===== src/rtl/panel_pwrseq.sv =====
module panel_pwrseq #(
  parameter int TS_W      = 32,
  parameter int DLY_W     = 16,
  parameter int US_PER_MS = 1000
) (
  input  logic             clk,
  input  logic             rst_n,
  input  logic             tick_us,
  input  logic             req,
  input  logic             block_mode,
  input  logic [3:0]       present,
  input  logic [DLY_W-1:0] dly_0_ms,
  input  logic [DLY_W-1:0] dly_1_ms,
  input  logic [DLY_W-1:0] dly_2_ms,
  input  logic [DLY_W-1:0] dly_3_ms,
  output logic             panel_vdd,
  output logic             lvds_en,
  output logic             bl_vdd,
  output logic             pwm_run,
  output logic [15:0]      pwm_rate_hz,
  output logic [7:0]       pwm_div,
  output logic [7:0]       pwm_duty,
  output logic             bl_en,
  output logic             done
);

  typedef enum logic [2:0] {
    S_INIT, S_PANEL, S_LINK, S_BLVDD, S_PWM, S_BLEN, S_DONE
  } stage_e;

  stage_e          stg_q;
  logic [TS_W-1:0] now_q, next_q;
  logic            busy_q;
  logic [DLY_W-1:0] dly_sel;
  logic [TS_W-1:0] wait_us;
  logic            ready, act;

  always_comb begin
    case (stg_q)
      S_INIT:  dly_sel = dly_0_ms;
      S_PANEL: dly_sel = dly_1_ms;
      S_LINK:  dly_sel = dly_2_ms;
      S_BLVDD: dly_sel = dly_3_ms;
      default: dly_sel = '0;
    endcase
  end

  assign wait_us = TS_W'(dly_sel) * TS_W'(US_PER_MS);
  assign ready   = (stg_q == S_INIT) || ($signed(now_q - next_q) >= 0);
  assign act     = (stg_q != S_DONE) && ready && (busy_q || req);
  assign done    = (stg_q == S_DONE);

  assign pwm_rate_hz = pwm_run ? 16'd32768 : 16'd0;
  assign pwm_div     = pwm_run ? 8'd1      : 8'd0;
  assign pwm_duty    = pwm_run ? 8'hDF     : 8'd0;

  always_ff @(posedge clk or negedge rst_n) begin
    if (!rst_n) begin
      now_q <= '0;
    end else if (tick_us) begin
      now_q <= now_q + 1'b1;
    end
  end

  always_ff @(posedge clk or negedge rst_n) begin
    if (!rst_n) begin
      stg_q     <= S_INIT;
      next_q    <= '0;
      busy_q    <= 1'b0;
      panel_vdd <= 1'b0;
      lvds_en   <= 1'b0;
      bl_vdd    <= 1'b0;
      pwm_run   <= 1'b0;
      bl_en     <= 1'b0;
    end else begin
      if (req && block_mode && !done) busy_q <= 1'b1;
      if (act) begin
        next_q <= now_q + wait_us;
        stg_q  <= stage_e'(stg_q + 3'd1);
        case (stg_q)
          S_PANEL: panel_vdd <= panel_vdd | present[0];
          S_LINK:  lvds_en   <= lvds_en   | present[1];
          S_BLVDD: bl_vdd    <= bl_vdd    | present[2];
          S_PWM:   pwm_run   <= 1'b1;
          S_BLEN:  begin bl_en <= bl_en | present[3]; busy_q <= 1'b0; end
          default: ;
        endcase
      end
    end
  end

  AST_STAGE_STEP: assert property (@(posedge clk) disable iff (!rst_n)
    (stg_q != $past(stg_q)) |-> (stg_q == stage_e'($past(stg_q) + 3'd1)));
  AST_BLEN_AFTER_PWM: assert property (@(posedge clk) disable iff (!rst_n)
    $rose(bl_en) |-> pwm_run);
  AST_LINK_AFTER_PANEL: assert property (@(posedge clk) disable iff (!rst_n)
    $rose(lvds_en) |-> (panel_vdd || !present[0]));
  AST_STEP_ONE: assert property (@(posedge clk) disable iff (!rst_n)
    ((stg_q != $past(stg_q)) && !$past(busy_q)) |-> $past(req));
  AST_DONE_HOLD: assert property (@(posedge clk) disable iff (!rst_n)
    done |=> (done && $stable({panel_vdd, lvds_en, bl_vdd, pwm_run, bl_en})));
  AST_NO_TICK_HOLD: assert property (@(posedge clk) disable iff (!rst_n)
    !tick_us |=> $stable(now_q));
  AST_RAIL_MONO: assert property (@(posedge clk) disable iff (!rst_n)
    !$fell(panel_vdd) && !$fell(lvds_en) && !$fell(bl_vdd) && !$fell(pwm_run) && !$fell(bl_en));

endmodule


===== config.mk =====
export PLATFORM = sky130hd
export DESIGN_NAME = panel_pwrseq
export DESIGN_NICKNAME = d
export VERILOG_FILES = /design/src/rtl/panel_pwrseq.sv
export SDC_FILE = /design/constraint.sdc
export NUM_CORES = 1
export LEC_CHECK = 0
export BUFFER_PORTS_ARGS = -buffer_cell sky130_fd_sc_hd__buf_2
export CAP_MARGIN = 25
export CELL_PAD_IN_SITES_DETAIL_PLACEMENT = 1
export CELL_PAD_IN_SITES_GLOBAL_PLACEMENT = 1
export CORE_UTILIZATION = 49
export DETAILED_ROUTE_END_ITERATION = 10
export HOLD_SLACK_MARGIN = 0.03
export PLACE_DENSITY_LB_ADDON = 0.12
export SETUP_SLACK_MARGIN = 0.05
export SYNTH_ARGS = -nofsm -noshare
export SYNTH_HDL_FRONTEND = slang
export SYNTH_SLANG_ARGS = --single-unit

===== constraint.sdc =====
create_clock -name clk -period 14.65 [get_ports clk]
set_input_delay 3.6625 -clock clk [delete_from_list [all_inputs] [get_ports clk]]
set_output_delay 3.6625 -clock clk [all_outputs]
set_load 0.05 [all_outputs]

After elaboration in Yosys (flattened, before gate mapping)
Cells that the tools add are included.
- register bits after elaboration: 73
- output and inout bits: 38
- bitwise operators: 4
- magnitude comparators: 1
- equal/unequal tests: 7
- add/subtract/negate cells: 4
- reduce and logical (&&, ||, !) cells: 13
- multipliers: 1
- muxes and demuxes: 7
- operator list (cell ; count):
    16-bit one-hot mux with 4 select lines ; 1
    32-bit by 1-bit adder with 32-bit output, second input constant ; 1
    32-bit by 26-bit adder with 32-bit output ; 1
    32-bit by 1-bit >= comparator with 1-bit output, second input constant ; 1
    32-bit subtractor ; 1
    16-bit by 7-bit multiplier with 23-bit output, second input constant ; 1
    16-bit two-way mux ; 1
    2-bit AND reduction ; 5
    3-bit equality test, second input constant ; 3
    8-bit two-way mux ; 1
    3-bit by 2-bit equality test with 1-bit output, second input constant ; 2
    1-bit logical AND ; 4
    1-bit two-way mux ; 4
    1-bit bitwise OR ; 4
    3-bit by 1-bit adder with 3-bit output, second input constant ; 1
    3-bit by 1-bit equality test with 1-bit output, second input constant ; 1
    3-bit logical NOT ; 1
    3-bit inequality test, second input constant ; 1
    1-bit logical OR ; 2
    1-bit logical NOT ; 1

Depth between registers and ports, before layout
Gate-level depths: netlist of run 1.
- word-level depth: 6
- gate-level depth with buffers: 32
- gate-level depth less buffers: 30

Least setup slack after synthesis of run 1
OpenSTA, ideal clock, no wires.
- kind: input port to flip-flop
- start: input dly_3_ms[5]
- end: register next_q[24]
- setup time: 128 ps
- buffers on the path: 0
- slack: 4840 ps
- cell stages on the path: 26
- arrival: 9682 ps
- cells stage by stage: a22o_1 a221oi_1 inv_1 ha_1 inv_1 fa_1 fa_1 fa_1 inv_1 ha_1 a21oi_1 o211ai_1 nor3_1 o21ai_1 a21o_1 o21ai_1 and3_1 nor2_1 ha_1 a21o_1 a21o_1 a21o_1 o21bai_1 o31ai_1 xnor2_1 mux2_1
- cells in the longest elaborated chain, start to end: 3
- ends and longest elaborated chain (element ; line ; RTL):
    start, declared ; 15 ; input logic [DLY_W-1:0] dly_3_ms,
    16-bit one-hot mux with 4 select lines ; 39 ; case (stg_q)
    16-bit by 7-bit multiplier with 23-bit output ; 48 ; assign wait_us = TS_W'(dly_sel) * TS_W'(US_PER_MS);
    32-bit by 26-bit adder with 32-bit output ; 78 ; next_q <= now_q + wait_us;
    end signal, assigned ; 78 ;
    end, declared ; 32 ; logic [TS_W-1:0] now_q, next_q;
Every way passes these cells.
A chain may end at the register's enable or synchronous reset.

Worst setup path in the final report of run 1
Ends and elaborated chain as after synthesis.

==> results.json, run 1 <==
{
  "drt_wl_total_mm": 21.5,
  "cts_buffers": 9,
  "drive_above_1_share_pct": 12.5,
  "power_frac_seq_pct": 14.4,
  "dp_hpwl_mm": 17.6,
  "grt-ovfl-total": 0,
  "drt_iter0_markers": 183,
  "pin_count": 111,
  "antenna_found_initial": 0,
  "p_int_mw": 0.799,
  "cap_viol_max_count": 0,
  "cts_sinks": 73,
  "cts_tree": "built",
  "syn_inst": 872,
  "setup_ws_ps": 4290,
  "n_antenna_cell": 0,
  "grt_max_degree": 74,
  "async_reset_ff_share_pct": 100,
  "routed.top_layer": "met4",
  "max-vdd-ir-drop_mv": 0.108,
  "final_core_util_pct": 56.2,
  "crit_required_ps": 14870,
  "pre_cts_slack_ps": 3970,
  "synthFlopType": "dfrtp_1",
  "finalMaxSlewViolations": 0,
  "p_clk_share_pct": 14.2,
  "wl_met1_mm": 9.29,
  "met3_length_microns": 427,
  "grt_pass1_wl_mm": 34.9,
  "final_hold_viol_count": 0,
  "fp.dieW_microns": 131,
  "fmax_ghz": 0.0965,
  "cts_buffer_depth": 2,
  "fin_nets": 1197,
  "finalCritPeriodShare_pct": 70.7,
  "worst-path-max-fanout": 6,
  "crit_path_frequent_cell": "a21o_1",
  "grt_usage_pct": 26.4,
  "finalSetupViolCount": 0,
  "nFillCells": 1889,
  "die_area_sq_mm": 0.0172,
  "max_slew.worst_pin.slew_ps": 1090,
  "p_switching_mw": 0.791,
  "grt_pass1_vias": 7120,
  "cts_hold_buf": 0,
  "hold_ws_ps": 465,
  "cts_htree_levels": 3,
  "ant_nets": 0,
  "rows": 46,
  "power_frac_comb_pct": 71.4,
  "drt-pass1-iter-count": 4,
  "critPathKind": "in2reg",
  "gp_congestion": 0.909,
  "io_buffers": 87,
  "tns_ps": 0,
  "cts_root_buf": "clkbuf_16",
  "p_leak_nw": 4.68,
  "hold_path.class": "reg2reg",
  "postSynthAreaPerCell_sq_um": 9.36,
  "routed-via-count": 6590,
  "wl_per_cell_microns": 18.3,
  "clkSlewWorstSetupHoldPaths_ps": 70,
  "synth-seq-cells": 73,
  "netSwitchingFraction_pct": 49.8,
  "end_kind": "flip-flop",
  "dieHeight_microns": 131,
  "skew_ps": 10.6,
  "vias_per_cell": 5.61,
  "cts_resized": 0,
  "yosysWarnings": 0,
  "route.detailed.drc": 0,
  "coreArea_sq_mm": 0.0161,
  "synth_area_sq_mm": 0.00816,
  "cp.arrival_ps": 10580,
  "slowest_stage": "a221oi_1",
  "relSlewSlack_pct": 27.7,
  "rrSetupSlack_ps": 6430,
  "synth_edf_count": 0,
  "outcome": "complete, no violations",
  "ys_seq_area_share_pct": 22.4,
  "area_growth_pct": 10.7,
  "cts_setup_buffers": 0,
  "rsz0062_at_grt": "false",
  "cp-start-kind": "input pin",
  "ys_types": 56,
  "clock_latency_ps": 350,
  "wl_met2_mm": 11.3,
  "place_area_sq_mm": 0.00871,
  "start_util_pct": 50.8,
  "critical_path.max_stage_delay_ps": 850,
  "fin_crit_ps": 10360,
  "p_per_area_mw_per_mm2": 176,
  "fin_area_sq_mm": 0.00903
}
[cell usage after synthesis (3+ instances only)]
cell type / n / area share, %
xor2_1: 29 / 3.1
o21bai_1: 6 / 0.55
a31o_1: 4 / 0.43
nand3_1: 25 / 1.5
dfrtp_1: 73 / 22
a21oi_1: 51 / 3.1
nand2_1: 39 / 1.8
o21a_1: 4 / 0.37
o31ai_1: 3 / 0.28
a211oi_1: 7 / 0.64
a31oi_1: 14 / 1.1
nand4_1: 15 / 1.2
nand2b_1: 8 / 0.61
nor2_1: 33 / 1.5
o211ai_1: 6 / 0.55
clkbuf_1: 12 / 0.55
and4_1: 5 / 0.54
fa_1: 55 / 13
xnor2_1: 43 / 4.6
o21ai_1: 22 / 1.3
a22o_1: 14 / 1.5
mux2_1: 7 / 0.97
a221oi_1: 14 / 1.5
a22oi_1: 7 / 0.64
buf_2: 3 / 0.18
nor4_1: 4 / 0.31
ha_1: 116 / 18
mux2i_1: 12 / 1.5
nor3_1: 6 / 0.37
o21ai_0: 13 / 0.80
or3_1: 4 / 0.31
inv_1: 125 / 5.8
buf_4: 35 / 3.2
a21o_1: 16 / 1.5
nor2b_1: 6 / 0.46
and3_1: 11 / 0.84
[layout make-up]
class | instances | area [sq um] | share of cell area (%)
flip-flops and latches | 73 | 1830 | 20.2
clock inverters | 6 | 66.3 | 0.734
clock buffers | 10 | 229 | 2.54
well taps | 216 | 270 | 2.99
inverters | 127 | 477 | 5.28
multi-input cells | 643 | 5610 | 62.2
repair buffers | 99 | 548 | 6.07
[path summary, 6_finish.rpt]
kind,startpoint,endpoint,depth (start not counted)
worst min register to register,lvds_en$_DFFE_PN0P_,lvds_en$_DFFE_PN0P_,1
worst max register to register,stg_q[2]$_DFFE_PN0P_,next_q[24]$_DFFE_PN0P_,28
max in group asynchronous,rst_n,now_q[18]$_DFFE_PN0P_,2
worst max-delay path,dly_3_ms[5],next_q[24]$_DFFE_PN0P_,27
worst min-delay path,lvds_en$_DFFE_PN0P_,lvds_en$_DFFE_PN0P_,1
min in group asynchronous,rst_n,now_q[4]$_DFFE_PN0P_,1
[worst max-delay path: cells and delay by family]
kind | cells | cell delay (ps)
compound gates | 12 | 3240
fa+ha+maj | 6 | 2590
buf+inv | 4 | 380
mux | 1 | 310
simple gates | 3 | 270
xor+xnor | 1 | 120
[power groups by stage]
| stage | clock, mW | sequential, mW | combinational (mW) |
|---|---|---|---|
| finish | 0.226 | 0.229 | 1.14 |
| global route | 0.237 | 0.231 | 1.27 |
| CTS | 0.230 | 0.229 | 1.14 |
| detailed placement | 0 | 0.233 | 1.12 |
| global placement | 0 | 0.231 | 1.07 |
| floorplan | 0 | 0.227 | 0.862 |
[cells by family after synthesis]
family          synth area share [%]
other cells                   0.0460
flops                           22.4
buf+inv                         9.85
mux                             2.71
fa+ha+maj                       31.3
compound gates                  16.2
simple gates                    9.79
xor+xnor                        7.73
[metrics by stage]
stage	instances	total power [mW]
floorplan	894	1.09
global placement	1157	1.30
detailed placement	1157	1.35
CTS	1173	1.60
global route	1174	1.74
finish	1174	1.59
[metal layers]
metal	track usage, %	vias to the layer above
li1	-	3144
met1	33.1	3346
met2	46.7	70
met3	3.42	30
met4	9.40	0
met5	0	-
[sequential cells by signal (all words and copies together) (netlist names)]
name       cells
stg_q          3
busy_q         1
panel_vdd      1
lvds_en        1
next_q        32
pwm_run        1
bl_vdd         1
now_q         32
bl_en          1
[cell usage in the layout, fill, tap and decap left out, types with 13 or more instances in the layout]
| cell | synthesis | layout |
|---|---|---|
| inv_1 | 125 | 125 |
| ha_1 | 116 | 116 |
| buf_2 | 3 | 86 |
| dfrtp_1 | 73 | 73 |
| fa_1 | 55 | 55 |
| a21oi_1 | 51 | 51 |
| xnor2_1 | 43 | 43 |
| nand2_1 | 39 | 39 |
| nor2_1 | 33 | 33 |
| xor2_1 | 29 | 29 |
| nand3_1 | 25 | 25 |
| conb_1 | 1 | 23 |
| o21ai_1 | 22 | 22 |
| a21o_1 | 16 | 16 |
| nand4_1 | 15 | 15 |
| a22o_1 | 14 | 14 |
| a221oi_1 | 14 | 14 |
| a31oi_1 | 14 | 14 |
| o21ai_0 | 13 | 13 |
Note: power is estimated with default switching activity, not from simulation.
==> run 2: changes to the inputs <==
Settings changed: ABC_AREA set to 1, CORE_UTILIZATION 49 to 44.
Clock period 14.65 ns to 10.71 ns, I/O delays scaled along.
==> run 2 against run 1 <==
Effect of this change:
- synthesized cell count rose by 38%
- routed wire length increased by 27%
- sequential share of layout area is 2.0 points lower
- global-route usage increased by 0.67 points
- final cell count grew 32%
- first-iteration DRC count is 69% higher
- worst setup slack worse by 2500 ps
- worst hold slack better by 6.5 ps
==> results.json, run 2 <==
{
  "max_slew.worst_pin.slew_ps": 737,
  "min_from": "next_q[7]$_DFFE_PN0P_",
  "synth_area_sq_mm": 0.00908,
  "hold_ws_ps": 472,
  "slowest_stage": "nor2_1",
  "cts_sinks": 73,
  "fin_area_sq_mm": 0.0100,
  "die_area_sq_mm": 0.0212,
  "synth_top_family_by_area": "adder cells",
  "io_buffers": 87,
  "cts_buffer_depth": 2,
  "postSynthAreaPerCell_sq_um": 7.54,
  "cts_root_buf": "clkbuf_16",
  "critical_path.max_stage_delay_ps": 570,
  "cap_viol_max_count": 0,
  "grt_pass1_vias": 8672,
  "rrSetupSlack_ps": 2660,
  "synth_xor_area_share_pct": 6.46,
  "fin_crit_ps": 8940,
  "synth_compound_gate_area_share_pct": 8.80,
  "instances_no_fill": 1551,
  "cts_hold_buf": 0,
  "relSlewSlack_pct": 50.7,
  "synth_common_cells": "299 x nand2_1, 196 x inv_1, 116 x ha_1, 91 x nor2_1, 74 x nand3_1",
  "gp_congestion": 0.884,
  "wl_per_cell_microns": 17.6,
  "fmax_ghz": 0.112,
  "critPathKind": "in2reg",
  "finalMaxSlewViolations": 0,
  "place_inst": 1534,
  "outcome": "complete, no violations",
  "cts_tree": "built",
  "grt_max_degree": 74,
  "drt_iter0_markers": 309,
  "tns_ps": 0,
  "cts_resized": 0,
  "end_kind": "flip-flop",
  "antenna_found_initial": 0,
  "route.detailed.drc": 0,
  "async_reset_ff_share_pct": 100,
  "ys_seq_area_share_pct": 20.1,
  "n_antenna_cell": 0,
  "pin_count": 111,
  "synth-seq-cells": 73,
  "clkSlewWorstSetupHoldPaths_ps": 70,
  "cp-start-kind": "input pin",
  "ff2ff_path_depth": 31,
  "worstReg2RegEnd": "next_q[30]$_DFFE_PN0P_",
  "whs_path_depth": 2,
  "finalSetupViolCount": 0,
  "top_regs": "next_q (32), now_q (32), stg_q (3)",
  "vias_per_cell": 5.22,
  "synth-adder-area-share_pct": 28.1,
  "grt-ovfl-total": 0,
  "finalCritPeriodShare_pct": 83.4,
  "cts_setup_buffers": 0,
  "hold_path.class": "reg2reg",
  "fp.dieW_microns": 146,
  "mostFrequentLayoutCells": "299 x nand2_1, 196 x inv_1, 116 x ha_1, 90 x nor2_1, 86 x buf_2",
  "worst-path-max-fanout": 5,
  "synth-simple-area-share_pct": 24.5,
  "final_hold_viol_count": 0,
  "area_growth_pct": 10.1,
  "skew_ps": 9.15,
  "synth_top_cell_area_share_pct": 20.1,
  "cts_buffers": 9,
  "grt_usage_pct": 27.1,
  "r2r_start": "stg_q[2]$_DFFE_PN0P_",
  "ys_types": 43,
  "start_util_pct": 44.9,
  "rows": 52,
  "hold_path_end": "next_q[7]$_DFFE_PN0P_",
  "place_area_sq_mm": 0.00963,
  "dp_hpwl_mm": 22.7,
  "syn_inst": 1204,
  "grt_pass1_wl_mm": 45.3,
  "clock_latency_ps": 350,
  "yosysWarnings": 0,
  "rsz0062_at_grt": "false",
  "layout_commonest_cell": "nand2_1",
  "coreArea_sq_mm": 0.0202,
  "synth.largest_area_cell": "dfrtp_1",
  "crit_path_frequent_cell": "nand2_1",
  "crit_buf_inv": 5,
  "path_delay_family": "adder cells",
  "synth_edf_count": 0,
  "drt-pass1-iter-count": 5,
  "synthTopCellsByArea": "dfrtp_1 20%, ha_1 16%, nand2_1 12%",
  "yosysMostFrequentCell": "nand2_1",
  "muxShareOfSynthArea_pct": 0.124,
  "cts_htree_levels": 3,
  "routed-via-count": 8098,
  "ant_nets": 0,
  "crit_start": "dly_0_ms[8]",
  "drt_wl_total_mm": 27.3,
  "fin_nets": 1520,
  "drive_above_1_share_pct": 9.76,
  "synthFlopType": "dfrtp_1",
  "dieHeight_microns": 146,
  "cp.arrival_ps": 9220,
  "crit_required_ps": 11000
}
run 2: worst max-delay path by stage:
| stage | cells after the start | slack (ps) | end |
|---|---|---|---|
| after global placement | 28 | 1650 | next_q[30]$_DFFE_PN0P_ |
| after CTS | 29 | 1790 | next_q[30]$_DFFE_PN0P_ |
| after floorplan | 29 | 2800 | next_q[30]$_DFFE_PN0P_ |
| after detailed placement | 28 | 1530 | next_q[30]$_DFFE_PN0P_ |
| after global routing | 30 | 1290 | next_q[30]$_DFFE_PN0P_ |
| final | 29 | 1770 | next_q[30]$_DFFE_PN0P_ |
run 2: cell type report:
cell class | count | area, sq um
clock buffers | 9 | 225
clock inverters | 7 | 124
fillers | 2632 | 10200
inverters | 198 | 743
multi-input cells | 903 | 6260
flip-flops and latches | 73 | 1830
well taps | 270 | 338
repair buffers | 91 | 480
run 2: metal layers:
layer	wire length [microns]	up-vias	GRT usage (%)
met2	13500	125	46.6
met5	0	-	0
met4	775	0	8.89
li1	-	3929	-
met1	12200	3994	35.6
met3	748	50	2.79
run 2: kinds of logic (layout without fill, tap and decap cells):
kind of cell,count (synthesis),in the layout
AO/OA/AOI/OAI,124,124
AND/OR/NAND/NOR,517,517
XOR/XNOR,67,67
flip-flops,73,73
other,1,23
buffers and inverters,250,305
multiplexers,1,1
adder cells (fa/ha/maj),171,171
run 2: through the flow:
stage	util, %	setup WS, ps
final	49.4	1770
after global routing	49.4	1290
after CTS	49.3	1790
after detailed placement	47.6	1530
after global placement	47.6	1650
after floorplan	-	2800
run 2: worst min-delay path, delay by kind of cell (launching register included):
| family | cells | cell delay, ps |
|---|---|---|
| flops | 1 | 340 |
| simple gates | 2 | 100 |
Power of run 2 is not shown: default switching activity piles up to over one toggle a cycle in this logic, so the estimate is an artifact.
==> run 3: changes to the inputs <==
Settings changed: CORE_UTILIZATION 44 to 40.
Clock period 10.71 ns to 7.5 ns, I/O delays scaled along.
==> run 3 against run 2 <==
Effect of this change:
- critical path depth increased by 4
- non-clock buffer count is 95 higher
- first-iteration DRC count shrank 2.6%
- sequential share of layout area shrank 1.7 points
- global-route usage fell by 2.0 points
- largest cell class unchanged
==> results.json, run 3 (same netlist as run 2, synthesis figures left out) <==
{
  "grt-ovfl-total": 0,
  "gp_congestion": 0.899,
  "finalSetupViolCount": 0,
  "worst-path-max-fanout": 4,
  "drive_above_1_share_pct": 20.4,
  "fp.dieW_microns": 153,
  "slowest_stage": "fa_1",
  "clock_latency_ps": 360,
  "area_growth_pct": 21.4,
  "coreArea_sq_mm": 0.0220,
  "place_inst": 1633,
  "skew_ps": 13.9,
  "critical_path.max_stage_delay_ps": 550,
  "hold_ws_ps": 471,
  "grt_pass1_wl_mm": 46.1,
  "drt_iter0_markers": 301,
  "outcome": "complete, no violations",
  "grt_max_degree": 74,
  "hold_path_end": "next_q[26]$_DFFE_PN0P_",
  "cts_tree": "built",
  "cap_viol_max_count": 0,
  "worstReg2RegEnd": "next_q[29]$_DFFE_PN0P_",
  "path_delay_family": "adder cells",
  "ff2ff_path_depth": 36,
  "dieHeight_microns": 153,
  "die_area_sq_mm": 0.0233,
  "final_core_util_pct": 50.1,
  "place_area_sq_mm": 0.0103,
  "hold_path.class": "reg2reg",
  "rows": 54,
  "instances_no_fill": 1656,
  "start_util_pct": 41.2,
  "cp-start-kind": "input pin",
  "max_slew.worst_pin.slew_ps": 722,
  "dp_hpwl_mm": 23.7,
  "cts_htree_levels": 3,
  "io_buffers": 87,
  "cts_buffer_depth": 2,
  "cp.depth": 33,
  "top_regs": "next_q (32), now_q (32), stg_q (3)",
  "critPathKind": "in2reg",
  "nFillCells": 2795,
  "grt_usage_pct": 25.1,
  "route.detailed.drc": 0,
  "fmax_ghz": 0.139,
  "finalMaxSlewViolations": 0,
  "layout_commonest_cell": "nand2_1",
  "wl_per_cell_microns": 17.3,
  "fin_area_sq_mm": 0.0110,
  "vias_per_cell": 5.11,
  "cts_sinks": 73,
  "clkSlewWorstSetupHoldPaths_ps": 70,
  "cp.arrival_ps": 7420,
  "n_antenna_cell": 0,
  "ant_nets": 0,
  "fin_nets": 1615,
  "end_kind": "flip-flop",
  "r2r_start": "stg_q[2]$_DFFE_PN0P_",
  "relSlewSlack_pct": 51.8,
  "drt_wl_total_mm": 28.6,
  "mostFrequentLayoutCells": "293 x nand2_1, 194 x inv_1, 105 x ha_1, 98 x buf_4, 86 x buf_2",
  "cts_buffers": 9,
  "cts_root_buf": "clkbuf_16",
  "min_from": "next_q[26]$_DFFE_PN0P_",
  "routed-via-count": 8457,
  "finalCritPeriodShare_pct": 95.6,
  "fin_crit_ps": 7170,
  "crit_path_frequent_cell": "nand2_1",
  "pin_count": 111,
  "final_hold_viol_count": 0,
  "crit_buf_inv": 8,
  "rsz0062_at_grt": "true",
  "grt_pass1_vias": 8879,
  "antenna_found_initial": 0,
  "whs_path_depth": 2,
  "rrSetupSlack_ps": 540,
  "crit_required_ps": 7740,
  "drt-pass1-iter-count": 4
}
-- run 3: final cells by class --
type | count | area, sq um | area share (%)
clock buffer | 9 | 225 | 2.04
clock inverter | 7 | 63.8 | 0.579
inverter | 198 | 743 | 6.74
multi-input combinational | 903 | 6620 | 60.0
sequential | 73 | 1830 | 16.6
tap | 280 | 350 | 3.18
timing repair buffer | 186 | 1200 | 10.9
-- run 3: timing repair --
item | 4_1_cts | 5_1_grt
pin swaps | 0 | 27
setup buffers | 0 | 7
setup endpoints to repair | 3 | 17
gates resized for setup | 1 | 72
hold buffers | 0 | 0
-- run 3: worst max-delay path by stage --
| stage | slack, ps | endpoint | start |
|---|---|---|---|
| 3_5_place_dp | -360 | next_q[30]$_DFFE_PN0P_ | dly_0_ms[2] |
| 6_report | 330 | next_q[29]$_DFFE_PN0P_ | dly_3_ms[11] |
| 2_1_floorplan | 390 | next_q[30]$_DFFE_PN0P_ | dly_0_ms[8] |
| 3_3_place_gp | -320 | next_q[30]$_DFFE_PN0P_ | dly_0_ms[8] |
| 4_1_cts | 80 | next_q[28]$_DFFE_PN0P_ | dly_0_ms[2] |
| 5_1_grt | -10 | next_q[25]$_DFFE_PN0P_ | dly_0_ms[8] |
-- run 3: per-layer routing --
metal | track usage, % | vias to the layer above | routed length, microns
li1 | - | 4128 | -
met1 | 32.7 | 4149 | 13000
met2 | 43.5 | 133 | 14100
met3 | 2.82 | 47 | 728
met4 | 7.94 | 0 | 782
met5 | 0 | - | 0
-- run 3: tightest hold or removal path, stage by stage, from the launching register on --
cell     delay (ps)
dfrtp_1         340
nand2_1          50
nand2_1          40
-- run 3: per-stage QoR --
stage	TNS (ps)	worst slack [ps]
after floorplan	0	389
after global placement	-1210	-323
after detailed placement	-2100	-364
after CTS	0	84.8
after global routing	-10.4	-10.4
final	0	327
Power of run 3 is left out for the same reason.
